$ cat src/rtl/dual_tmr_pkg.sv
package dual_tmr_pkg;
  localparam int CTRL_OFF  = 'h000;
  localparam int CAUSE_OFF = 'h110;
  localparam int MASK_OFF  = 'h114;

  // per-timer register stride of 8 bytes starting at 0x010
  function automatic int rld_off(input int idx);
    return 'h010 + 8 * idx;
  endfunction

  function automatic int cnt_off(input int idx);
    return 'h014 + 8 * idx;
  endfunction
endpackage

$ cat src/rtl/dual_tmr_ctr.sv
module dual_tmr_ctr #(
  parameter int DATA_W = 32
) (
  input  logic              clk,
  input  logic              rst,
  input  logic              run_i,
  input  logic              autoload_i,
  input  logic [DATA_W-1:0] reload_i,
  input  logic              ld_i,
  input  logic [DATA_W-1:0] ld_data_i,
  output logic [DATA_W-1:0] count_o,
  output logic              expire_o
);
  localparam logic [DATA_W-1:0] ONE = DATA_W'(1);

  logic [DATA_W-1:0] count_q;
  logic              at_zero;

  assign at_zero  = (count_q == '0);
  assign expire_o = run_i && at_zero && !ld_i;
  assign count_o  = count_q;

  always_ff @(posedge clk) begin
    if (rst) begin
      count_q <= '0;
    end else if (ld_i) begin
      count_q <= ld_data_i;
    end else if (run_i) begin
      if (at_zero) begin
        if (autoload_i) count_q <= reload_i;
      end else begin
        count_q <= count_q - ONE;
      end
    end
  end
endmodule

$ cat src/rtl/dual_tmr_irq.sv
module dual_tmr_irq #(
  parameter int N_TMR = 2
) (
  input  logic             clk,
  input  logic             rst,
  input  logic             cause_we,
  input  logic             mask_we,
  input  logic [N_TMR-1:0] keep_i,
  input  logic [N_TMR-1:0] set_i,
  output logic [N_TMR-1:0] cause_o,
  output logic [N_TMR-1:0] mask_o,
  output logic             irq_o
);
  logic [N_TMR-1:0] cause_q, mask_q;
  logic             irq_q;
  logic [N_TMR-1:0] cause_kept;

  // write-zero-to-clear; a new expiry always overrides the clear
  assign cause_kept = cause_we ? (cause_q & keep_i) : cause_q;

  always_ff @(posedge clk) begin
    if (rst) begin
      cause_q <= '0;
      mask_q  <= '0;
      irq_q   <= 1'b0;
    end else begin
      cause_q <= cause_kept | set_i;
      if (mask_we) mask_q <= keep_i;
      irq_q   <= |(cause_q & mask_q);
    end
  end

  assign cause_o = cause_q;
  assign mask_o  = mask_q;
  assign irq_o   = irq_q;
endmodule

$ cat src/rtl/dual_tmr_top.sv
module dual_tmr_top
  import dual_tmr_pkg::*;
#(
  parameter int DATA_W = 32,
  parameter int ADDR_W = 12,
  parameter int N_TMR  = 2
) (
  input  logic              clk,
  input  logic              rst,
  input  logic              wr_en,
  input  logic              rd_en,
  input  logic [ADDR_W-1:0] addr,
  input  logic [DATA_W-1:0] wdata,
  output logic [DATA_W-1:0] rdata,
  output logic              irq_o
);
  localparam int CTRL_W = 2 * N_TMR;

  logic [CTRL_W-1:0]             ctrl_q;
  logic [N_TMR-1:0][DATA_W-1:0]  rld_q;
  logic [N_TMR-1:0][DATA_W-1:0]  cnt_all;
  logic [N_TMR-1:0]              expire;
  logic [N_TMR-1:0]              cause_w, mask_w;
  logic [DATA_W-1:0]             rd_d, rdata_q;
  logic                          ctrl_we, cause_we, mask_we;

  assign ctrl_we  = wr_en && (addr == ADDR_W'(CTRL_OFF));
  assign cause_we = wr_en && (addr == ADDR_W'(CAUSE_OFF));
  assign mask_we  = wr_en && (addr == ADDR_W'(MASK_OFF));

  // shared control word: enables self-clear on one-shot expiry
  always_ff @(posedge clk) begin
    if (rst) begin
      ctrl_q <= '0;
    end else if (ctrl_we) begin
      ctrl_q <= wdata[CTRL_W-1:0];
    end else begin
      for (int i = 0; i < N_TMR; i++) begin
        if (expire[i] && !ctrl_q[2*i+1]) ctrl_q[2*i] <= 1'b0;
      end
    end
  end

  for (genvar g = 0; g < N_TMR; g++) begin : g_tmr
    logic rld_we, cnt_we;
    assign rld_we = wr_en && (addr == ADDR_W'(rld_off(g)));
    assign cnt_we = wr_en && (addr == ADDR_W'(cnt_off(g)));

    always_ff @(posedge clk) begin
      if (rst)         rld_q[g] <= '0;
      else if (rld_we) rld_q[g] <= wdata;
    end

    dual_tmr_ctr #(.DATA_W(DATA_W)) u_ctr (
      .clk        (clk),
      .rst        (rst),
      .run_i      (ctrl_q[2*g]),
      .autoload_i (ctrl_q[2*g+1]),
      .reload_i   (rld_q[g]),
      .ld_i       (cnt_we),
      .ld_data_i  (wdata),
      .count_o    (cnt_all[g]),
      .expire_o   (expire[g])
    );
  end

  dual_tmr_irq #(.N_TMR(N_TMR)) u_irq (
    .clk      (clk),
    .rst      (rst),
    .cause_we (cause_we),
    .mask_we  (mask_we),
    .keep_i   (wdata[N_TMR:1]),
    .set_i    (expire),
    .cause_o  (cause_w),
    .mask_o   (mask_w),
    .irq_o    (irq_o)
  );

  always_comb begin
    rd_d = '0;
    if (addr == ADDR_W'(CTRL_OFF))  rd_d[CTRL_W-1:0] = ctrl_q;
    if (addr == ADDR_W'(CAUSE_OFF)) rd_d[N_TMR:1]    = cause_w;
    if (addr == ADDR_W'(MASK_OFF))  rd_d[N_TMR:1]    = mask_w;
    for (int i = 0; i < N_TMR; i++) begin
      if (addr == ADDR_W'(rld_off(i))) rd_d = rld_q[i];
      if (addr == ADDR_W'(cnt_off(i))) rd_d = cnt_all[i];
    end
  end

  always_ff @(posedge clk) begin
    if (rst)        rdata_q <= '0;
    else if (rd_en) rdata_q <= rd_d;
  end

  assign rdata = rdata_q;
endmodule

$ cat config.mk
export PLATFORM = sky130hd
export DESIGN_NAME = dual_tmr_top
export DESIGN_NICKNAME = d
export VERILOG_FILES = /design/src/rtl/dual_tmr_pkg.sv /design/src/rtl/dual_tmr_ctr.sv /design/src/rtl/dual_tmr_irq.sv /design/src/rtl/dual_tmr_top.sv
export SDC_FILE = /design/constraint.sdc
export NUM_CORES = 1
export LEC_CHECK = 0
export BUFFER_PORTS_ARGS = -buffer_cell sky130_fd_sc_hd__buf_2
export CAP_MARGIN = 5
export CORE_UTILIZATION = 45
export CTS_BUF_LIST = sky130_fd_sc_hd__clkbuf_4 sky130_fd_sc_hd__clkbuf_8 sky130_fd_sc_hd__clkbuf_16
export CTS_CLUSTER_SIZE = 16
export DETAILED_ROUTE_END_ITERATION = 8
export GPL_TIMING_DRIVEN = 0
export MAX_ROUTING_LAYER = met4
export PLACE_DENSITY = 0.74
export SLEW_MARGIN = 15
export SYNTH_ARGS = -nofsm -noshare
export SYNTH_HDL_FRONTEND = slang
export SYNTH_HIERARCHICAL = 1
export SYNTH_SLANG_ARGS = --single-unit
$ cat constraint.sdc
create_clock -name clk -period 6.21 [get_ports clk]
set_clock_uncertainty 0.05 [all_clocks]
set_input_delay 0.3105 -clock clk [delete_from_list [all_inputs] [get_ports clk]]
set_output_delay 0.3105 -clock clk [all_outputs]
set_load 0.02 [all_outputs]
# Yosys cells after proc, flatten, opt, wreduce, memory -nomap -nowiden
# Index checks and enable logic that the tools add are counted.
# op_classes
n_bitwise	3
muxes	20
add_sub_neg	2
eq_ne	8
reduce_logical	27
# ops
cell	n
32-bit 2-to-1 mux	12
32-bit zero test	2
32-bit by 1-bit subtractor with 32-bit output, second input constant	2
12-bit by 5-bit == test with 1-bit output, second input constant	4
12-bit by 9-bit == test with 1-bit output, second input constant	2
1-bit logical AND	13
12-bit zero test	1
2-bit nonzero test	4
2-bit 2-to-1 mux	3
3-bit by 2-bit != test with 1-bit output, second input constant	2
2-bit AND	2
1-bit zero test	4
1-bit 2-to-1 mux	4
4-bit 2-to-1 mux	1
2-bit AND reduction	2
2-bit OR	1
2-bit OR reduction	1
# word_totals
in_bits	48
word_cells	71
output_inout_bits	33
ff_bits	169

# Depth between registers and ports, before layout
# Gate-level depths: netlist of run 1.
# depth
depth_word	8
ltp_mapped	13
depth_no_buf	10

# Modules after synthesis
# The synthesis of run 1 kept the hierarchy.
# by_module_without_submodules
mod	seq_area_each_um2	instances	area_each_um2	cells_per_inst
dual_tmr_top	2001.9	1	4812.1	636
dual_tmr_ctr (g_tmr[0].u_ctr)	640.6	1	2383.5	314
dual_tmr_ctr (g_tmr[1].u_ctr)	640.6	1	2373.5	317
dual_tmr_irq	100.1	1	185.2	17

# Least setup slack after synthesis of run 1
# Ideal clock, no wire load.
# synth_timing
kind	in2reg
from	input port addr[9]
to	register g_tmr[0].u_ctr.count_q[18]
path_slack_ns	3.276
required_ns	6.038
cell_stages	10
setup_ns	0.122
n_path_buf	1
arrival_time_ns	2.763
path_cell_list	or4_4 > nor3_1 > buf_2 > nand2_1 > nor3_1 > clkinv_1 > nand2_1 > nor2_1 > and3_1 > a221o_1
# synth_between
elab_chain_len	4
elab_cells_between_ends	6
cone_classes	2 x eq/ne; 1 x mux; 3 x reduce/logical
# synth_rtl
item	line_no	rtl
start: declaration	dual_tmr_top.sv:12	input logic [ADDR_W-1:0] addr,
12-bit by 5-bit == test with 1-bit output (*)	dual_tmr_top.sv:47	assign cnt_we = wr_en && (addr == ADDR_W'(cnt_off(g)));
1-bit logical AND (*)	dual_tmr_top.sv:47	
via g_tmr[0].cnt_we	dual_tmr_top.sv:45	logic rld_we, cnt_we;
3-bit by 2-bit != test with 1-bit output (no source line) or 2-bit nonzero test (tied branches)	--	
2-bit AND reduction (no source line)	--	
end signal: assignment	dual_tmr_ctr.sv:27	count_q <= ld_data_i;
end signal: assignment	dual_tmr_ctr.sv:30	if (autoload_i) count_q <= reload_i;
end signal: assignment	dual_tmr_ctr.sv:32	count_q <= count_q - ONE;
end: declaration	dual_tmr_ctr.sv:16	logic [DATA_W-1:0] count_q;
# Mark *: on every way through the listed nets, which the timed path passes. The rest lies on a longest branch.
# A chain may end at the register's enable or synchronous reset.

# Final worst setup path of run 1
# layout_timing
from	input port addr[8]
to	register g_tmr[0].u_ctr.count_q[18]
# Same word-level chain as after synthesis.

==> results_dict.tcl, run 1 <==
set metrics [dict create \
    synth_edf_count 0 \
    core_um2 21150 \
    cts_setup_buffers 0 \
    slew_headroom_pct 36.10 \
    cts_resized 0 \
    leakage_nw 4.252 \
    ant_nets 0 \
    outcome "completed" \
    cts_root_buf "clkbuf_16" \
    yosys_register_bits 169 \
    synth.largest_area_cell "dfxtp_1" \
    synth_top_area_share_pct 34.68 \
    postCtsHoldBufs 0 \
    antenna_found_initial 0 \
    nFillCells 2100 \
    end_kind "flip-flop" \
    cts_tree "done" \
    avgSynthCellArea_um2 7.597 \
    multiInputGateArea_um2 5819 \
    worstPathMaxFanout 10 \
    async_reset_ff_share_pct 0 \
    rsz0062_at_grt "false" \
    drc_errors 0 \
    gp_congestion 0.9808 \
    dpl.hpwl_um 29350 \
    period_needed_ns 4.382 \
    grt_pass1_wl_um 57190 \
    antenna_cells 0 \
    firstDrtPassIters 5 \
    final_max_slew_viol_count 0 \
    ys.flop_type "dfxtp_1" \
    wire_per_inst_um 22.75 \
    hold_viol 0 \
    synth.distinct_cells 73 \
    grt_pass1_vias 9261 \
    maxCapViolCount 0 \
    grt_start_max_net_pins 18 \
    syn_to_final_growth_pct 13.57 \
    cts-buffers-inserted 17 \
    cts_buffer_depth 2 \
    arrival_ns 4.67 \
    post-route-util_pct 52.37 \
    timing.fmax_mhz 228.2 \
    powerDensity_nw_per_um2 210.1 \
    num_rows 53 \
    start_util_pct 46.11 \
    dieArea_um2 22270 \
    via_per_inst 6.247 \
    critPathRequiredTime_ns 6.50 \
    drt_iter0_drc 1313 \
    vias 10430 \
    syn_area_um2 9754 \
    cts.sinks 169 \
    hp-class "input pin to flip-flop" \
    htreeDepth 4 \
    ys_seq_area_share_pct 34.68 \
    fin_setup_tns_ns 0 \
    irDropWorstVdd_mv 0.1823 \
    syn-num-nets 1336 \
    fin_crit_sh_pct 70.56 \
    netlist_instances 1284 \
    path_clk_slew_ns 0.07 \
    drive_above_1_share_pct 12.19 \
    synth.area.top_cells "dfxtp_1, nand2_1, a21oi_1" \
    fp.dieH_um 149.2 \
    grt_usage_pct 35.27 \
    gr-total-overflow 0 \
    worstMarginPinSlew_ns 0.9512 \
    portBuffers 79 \
    fin_nets 1434 \
    die_w_um 149.2 \
    critPathKind "input pin to flip-flop" \
    yosys_warnings 6 \
    drt_wl_total_um 38000 \
    crit_path_start_kind "input pin" \
    setup_viol 0 \
    num_io_pins 81 \
    clk_latency_ns 0.45 \
    register_area_um2 3383 \
]
where the power goes:
group	internal (mW)	leakage [nW]	total, mW	switching [mW]
clock network	0.570	0.279	1.08	0.512
logic	0.0426	2.61	0.161	0.119
registers	1.08	1.36	1.09	0.00125
synthesized netlist by cell type (12+ instances only):
library cell,number
nor2_1,111
buf_2,27
o211ai_1,24
nor2b_1,35
nor3_1,68
o21ai_0,78
inv_1,24
or4_1,12
xor2_1,15
o31ai_1,12
dfxtp_1,169
mux2i_1,36
a21oi_1,121
a311oi_1,12
xnor2_1,20
a31oi_1,33
nand3_1,22
nand2_1,181
a211oi_1,21
nor4_1,28
clkbuf_1,64
placed cells by master, fill, tap and decap left out, types with 11 or more instances in the layout:
master     netlist  final
a311oi_1        12     12
xnor2_1         20     20
o211ai_1        24     24
buf_2           27    106
a31oi_1         33     33
o31ai_1         12     12
dfxtp_1        169    169
inv_1           24     24
nand3_1         22     22
o21ai_0         78     78
clkbuf_1        64     64
a22oi_1         11     11
nand4_1         11     11
xor2_1          15     15
nor4_1          28     28
nor3_1          68     68
nand2_1        181    181
clkbuf_16        0     17
mux2i_1         36     36
a211oi_1        21     21
nor2b_1         35     35
or3_1           11     11
or4_1           12     12
nor2_1         111    111
a221o_1         11     11
a21oi_1        121    121
worst paths after layout:
kind	from	endpoint	cells after the start	slack, ns
worst min-delay path	wdata[26]	rld_q[26]	3	0.12
worst max register to register	g_tmr[1].u_ctr/count_o[24]	ctrl_q[2]	10	2.97
worst max-delay path	addr[8]	g_tmr[0].u_ctr/count_o[18]	11	1.83
worst min register to register	rld_q[51]	rld_q[51]	2	0.44
metal layers:
layer | vias up | GRT usage [%] | routed length, µm
li1 | 4892 | - | -
met1 | 4917 | 48.78 | 16750
met2 | 570 | 53.19 | 17020
met3 | 53 | 4.740 | 3434
met4 | 0 | 10.61 | 789
met5 | - | - | 0
sequential cells by signal, summed over array words and instances (netlist names):
register / cells
ctrl_q: 4
g_tmr.u_ctr/count_o: 64
rdata: 32
rld_q: 64
u_irq/cause_o: 2
u_irq/irq_o: 1
u_irq/mask_o: 2
through the flow:
step	worst slack [ns]	instance area (µm²)	power, mW	hold WS, ns	std cells
3_3_place_gp	1.519	10490	1.265	0.4151	1638
5_1_grt	1.773	11080	2.387	0.1183	1670
3_5_place_dp	1.533	10490	1.265	0.4187	1638
2_1_floorplan	3.276	9754	1.187	0.3251	1284
4_1_cts	1.988	11080	2.327	0.1036	1670
6_report	1.828	11080	2.327	0.1200	1670
worst max-delay path, cell delays in order:
cell      delay [ns]
buf_2           0.14
or4_4           0.56
nor3_1          0.72
buf_2           0.41
nand2_1         0.13
nor3_1          0.74
clkinv_1        0.50
nand2_1         0.40
nor2_1          0.15
and3_1          0.26
a221o_1         0.34
cells by family after synthesis:
logic type      share of synthesized area (%)
simple gates                            27.03
compound gates                          24.94
flops                                   34.68
buf+inv                                 5.657
mux                                     4.041
xor+xnor                                3.143
fa+ha+maj                              0.5131
cell type report:
cell class | count | share of cell area, %
multi-input cells | 991 | 52.53
clock inverters | 15 | 1.434
repair buffers | 79 | 3.569
flip-flops and latches | 169 | 30.54
well taps | 275 | 3.106
plain buffers | 99 | 4.134
inverters | 25 | 0.8471
clock buffers | 17 | 3.840
Power figures use the tool's default switching activity.
==> run 2, diff against run 1 <==
Settings changed: ABC_AREA set to 1.
Clock period 6.21 ns to 4.5 ns, I/O delays scaled along.
==> run 2 against run 1 <==
  * First-iteration DRC count rose by 5.6%
  * Register-to-register slack got worse by 1.2 ns
  * Count of clock-buffer cells in the layout rose by 2
  * Total power rose by 33%
  * Largest cell class unchanged
  * Critical endpoint is now ctrl_q[0]
  * Sequential cell count did not move
  * Wire length rose by 0.12%
  * Combinational power fell by 26%
  * Sequential share of layout area fell by 2.8 points
  * Synthesized cell count rose by 33%
==> results_dict.tcl, run 2 <==
set metrics [dict create \
    fin_crit_sh_pct 59.76 \
    wl_met1_um 16160 \
    drc_errors 0 \
    crit_slowest_cell "nor3_1" \
    cts-buffers-inserted 17 \
    dp_slack_ns 1.521 \
    critPathRequiredTime_ns 4.73 \
    cts.sinks 169 \
    htreeDepth 4 \
    final_max_slew_viol_count 0 \
    powerDensity_nw_per_um2 254.1 \
    end_kind "flip-flop" \
    drive_above_1_share_pct 12.53 \
    drt_iter0_drc 1386 \
    cp_top_family "simple AND/OR/NAND/NOR gates" \
    slew_headroom_pct 52.94 \
    irDropWorstVdd_mv 0.1588 \
    critPathKind "flip-flop to flip-flop" \
    hp-class "input pin to flip-flop" \
    setup_slack_ns 1.811 \
    grt_pass1_wl_um 58970 \
    crit_chain "nor2_1 -> nand2_1 -> nor2_2 -> nand2_1 -> inv_2 -> buf_6 -> nand2_4 -> buf_6 -> nor3_1 -> inv_1 -> o21ai_0 -> a211oi_1" \
    grt_start_max_net_pins 17 \
    synth_top_area_share_pct 31.30 \
    syn-num-nets 1761 \
    grt_pass1_vias 10530 \
    ys.flop_type "dfxtp_1" \
    via_per_inst 5.399 \
    crit_path_start_kind "flip-flop" \
    antenna_found_initial 0 \
    hold_ws_ns 0.07784 \
    firstDrtPassIters 6 \
    avgSynthCellArea_um2 6.326 \
    period_needed_ns 2.689 \
    mostFrequentLayoutCells "nand2_1, nor2_1, inv_1, dfxtp_1, a21oi_1" \
    fp.dieH_um 157.0 \
    antenna_cells 0 \
    p_total_mw 3.098 \
    setup_viol 0 \
    netlist_instances 1709 \
    syn_to_final_growth_pct 12.79 \
    timing.fmax_mhz 371.9 \
    top_layer "met4" \
    syn_area_um2 10810 \
    fin_nets 1859 \
    num_io_pins 81 \
    dieArea_um2 24650 \
    final_common_cell "nand2_1" \
    gp_congestion 0.9560 \
    fin_setup_tns_ns 0 \
    ant_nets 0 \
    die_w_um 157.0 \
    cts_tree "done" \
    rsz0062_at_grt "false" \
    cpPeakStageDelay_ns 0.55 \
    yosys_register_bits 169 \
    met3_length_um 3598 \
    maxCapViolCount 0 \
    leakage_nw 5.528 \
    vias 11550 \
    cts_resized 0 \
    synth_edf_count 0 \
    grt_usage_pct 32.47 \
    cts_root_buf "clkbuf_16" \
    synth.area.top_cells "dfxtp_1, nand2_1, nor2_1" \
    gr-total-overflow 0 \
    cts_setup_buffers 0 \
    path_clk_slew_ns 0.07 \
    synth.distinct_cells 42 \
    worstMarginPinSlew_ns 0.7005 \
    worstPathMaxFanout 10 \
    wire_per_inst_um 17.79 \
    clk_latency_ns 0.43 \
    yosys_warnings 6 \
    async_reset_ff_share_pct 0 \
    wl_met2_um 17210 \
    portBuffers 79 \
    arrival_ns 2.92 \
    cp_num_buf_inv 4 \
    postCtsHoldBufs 0 \
    ys_seq_area_share_pct 31.30 \
    cts_buffer_depth 2 \
    ys_top_cells_by_count "nand2_1, nor2_1, inv_1" \
    drt_wl_total_um 38040 \
    synth_most_common_cell "nand2_1" \
    core_um2 23540 \
    outcome "completed" \
    num_rows 56 \
    start_util_pct 45.92 \
    dpl.hpwl_um 30680 \
    synth.largest_area_cell "dfxtp_1" \
    hold_viol 0 \
]
## run 2: cell count changes in the layout (fill, tap and decap cells not counted), sizes merged, moves of 22 or more
| cell | before | now |
|---|---|---|
| a31oi | 33 | 0 |
| nand3 | 22 | 93 |
| nor2b | 35 | 0 |
| nor4 | 32 | 0 |
| clkbuf | 81 | 55 |
| o2111ai | 0 | 28 |
| nor3 | 70 | 14 |
| a211oi | 23 | 66 |
| mux2i | 36 | 0 |
| nand2 | 181 | 442 |
| nor2 | 111 | 337 |
| inv | 32 | 219 |
| o211ai | 24 | 2 |
## run 2: stage by stage
step	util, %	area, µm²	cells
final	51.79	12190	2139
after global routing	51.79	12190	2139
after CTS	51.79	12190	2139
after detailed placement	49.29	11600	2107
after floorplan	-	10810	1709
after global placement	49.29	11600	2107
## run 2: layout make-up
cell class | count | area [µm²]
multi-input combinational | 1250 | 6178
clock buffer | 19 | 446.7
tap | 319 | 399.1
buffer | 74 | 432.9
fill | 2434 | 11350
sequential | 169 | 3383
timing repair buffer | 79 | 395.4
clock inverter | 13 | 141.4
inverter | 216 | 815.8
## run 2: logic make-up after synthesis
| logic type | after synthesis | synth area share, % |
|---|---|---|
| adder cells (fa/ha/maj) | 4 | 0.4630 |
| buffers and inverters | 290 | 11.55 |
| AO/OA/AOI/OAI | 306 | 16.85 |
| AND/OR/NAND/NOR | 910 | 37.41 |
| flip-flops | 169 | 31.30 |
| XOR/XNOR | 30 | 2.431 |
## run 2: final timing paths
| check | start | cells after the start | slack, ns | end |
|---|---|---|---|---|
| min reg2reg | rdata[8] | 2 | 0.41 | rdata[8] |
| max reg2reg | g_tmr[0].u_ctr/count_o[8] | 12 | 1.81 | ctrl_q[0] |
| max | g_tmr[0].u_ctr/count_o[8] | 12 | 1.81 | ctrl_q[0] |
| min | rst | 2 | 0.08 | u_irq/mask_o[1] |
## run 2: where the power goes
part	switching, mW	total (mW)	leakage, nW	internal [mW]
logic	0.0929	0.119	3.88	0.0265
registers	0.000165	1.50	1.36	1.50
clock network	0.640	1.48	0.284	0.843
total	0.733	3.10	5.53	2.36
## run 2: worst register-to-register path: stages (launching register included)
cell	delay, ns
dfxtp_1	0.38
nor2_1	0.25
nand2_1	0.12
nor2_2	0.17
nand2_1	0.13
inv_2	0.12
buf_6	0.16
nand2_4	0.10
buf_6	0.17
nor3_1	0.55
inv_1	0.08
o21ai_0	0.17
a211oi_1	0.09
## run 2: routing by layer
layer | vias up | track usage, %
li1 | 5684 | -
met1 | 5235 | 42.33
met2 | 550 | 50.60
met3 | 79 | 5.424
met4 | 0 | 11.30
met5 | - | -
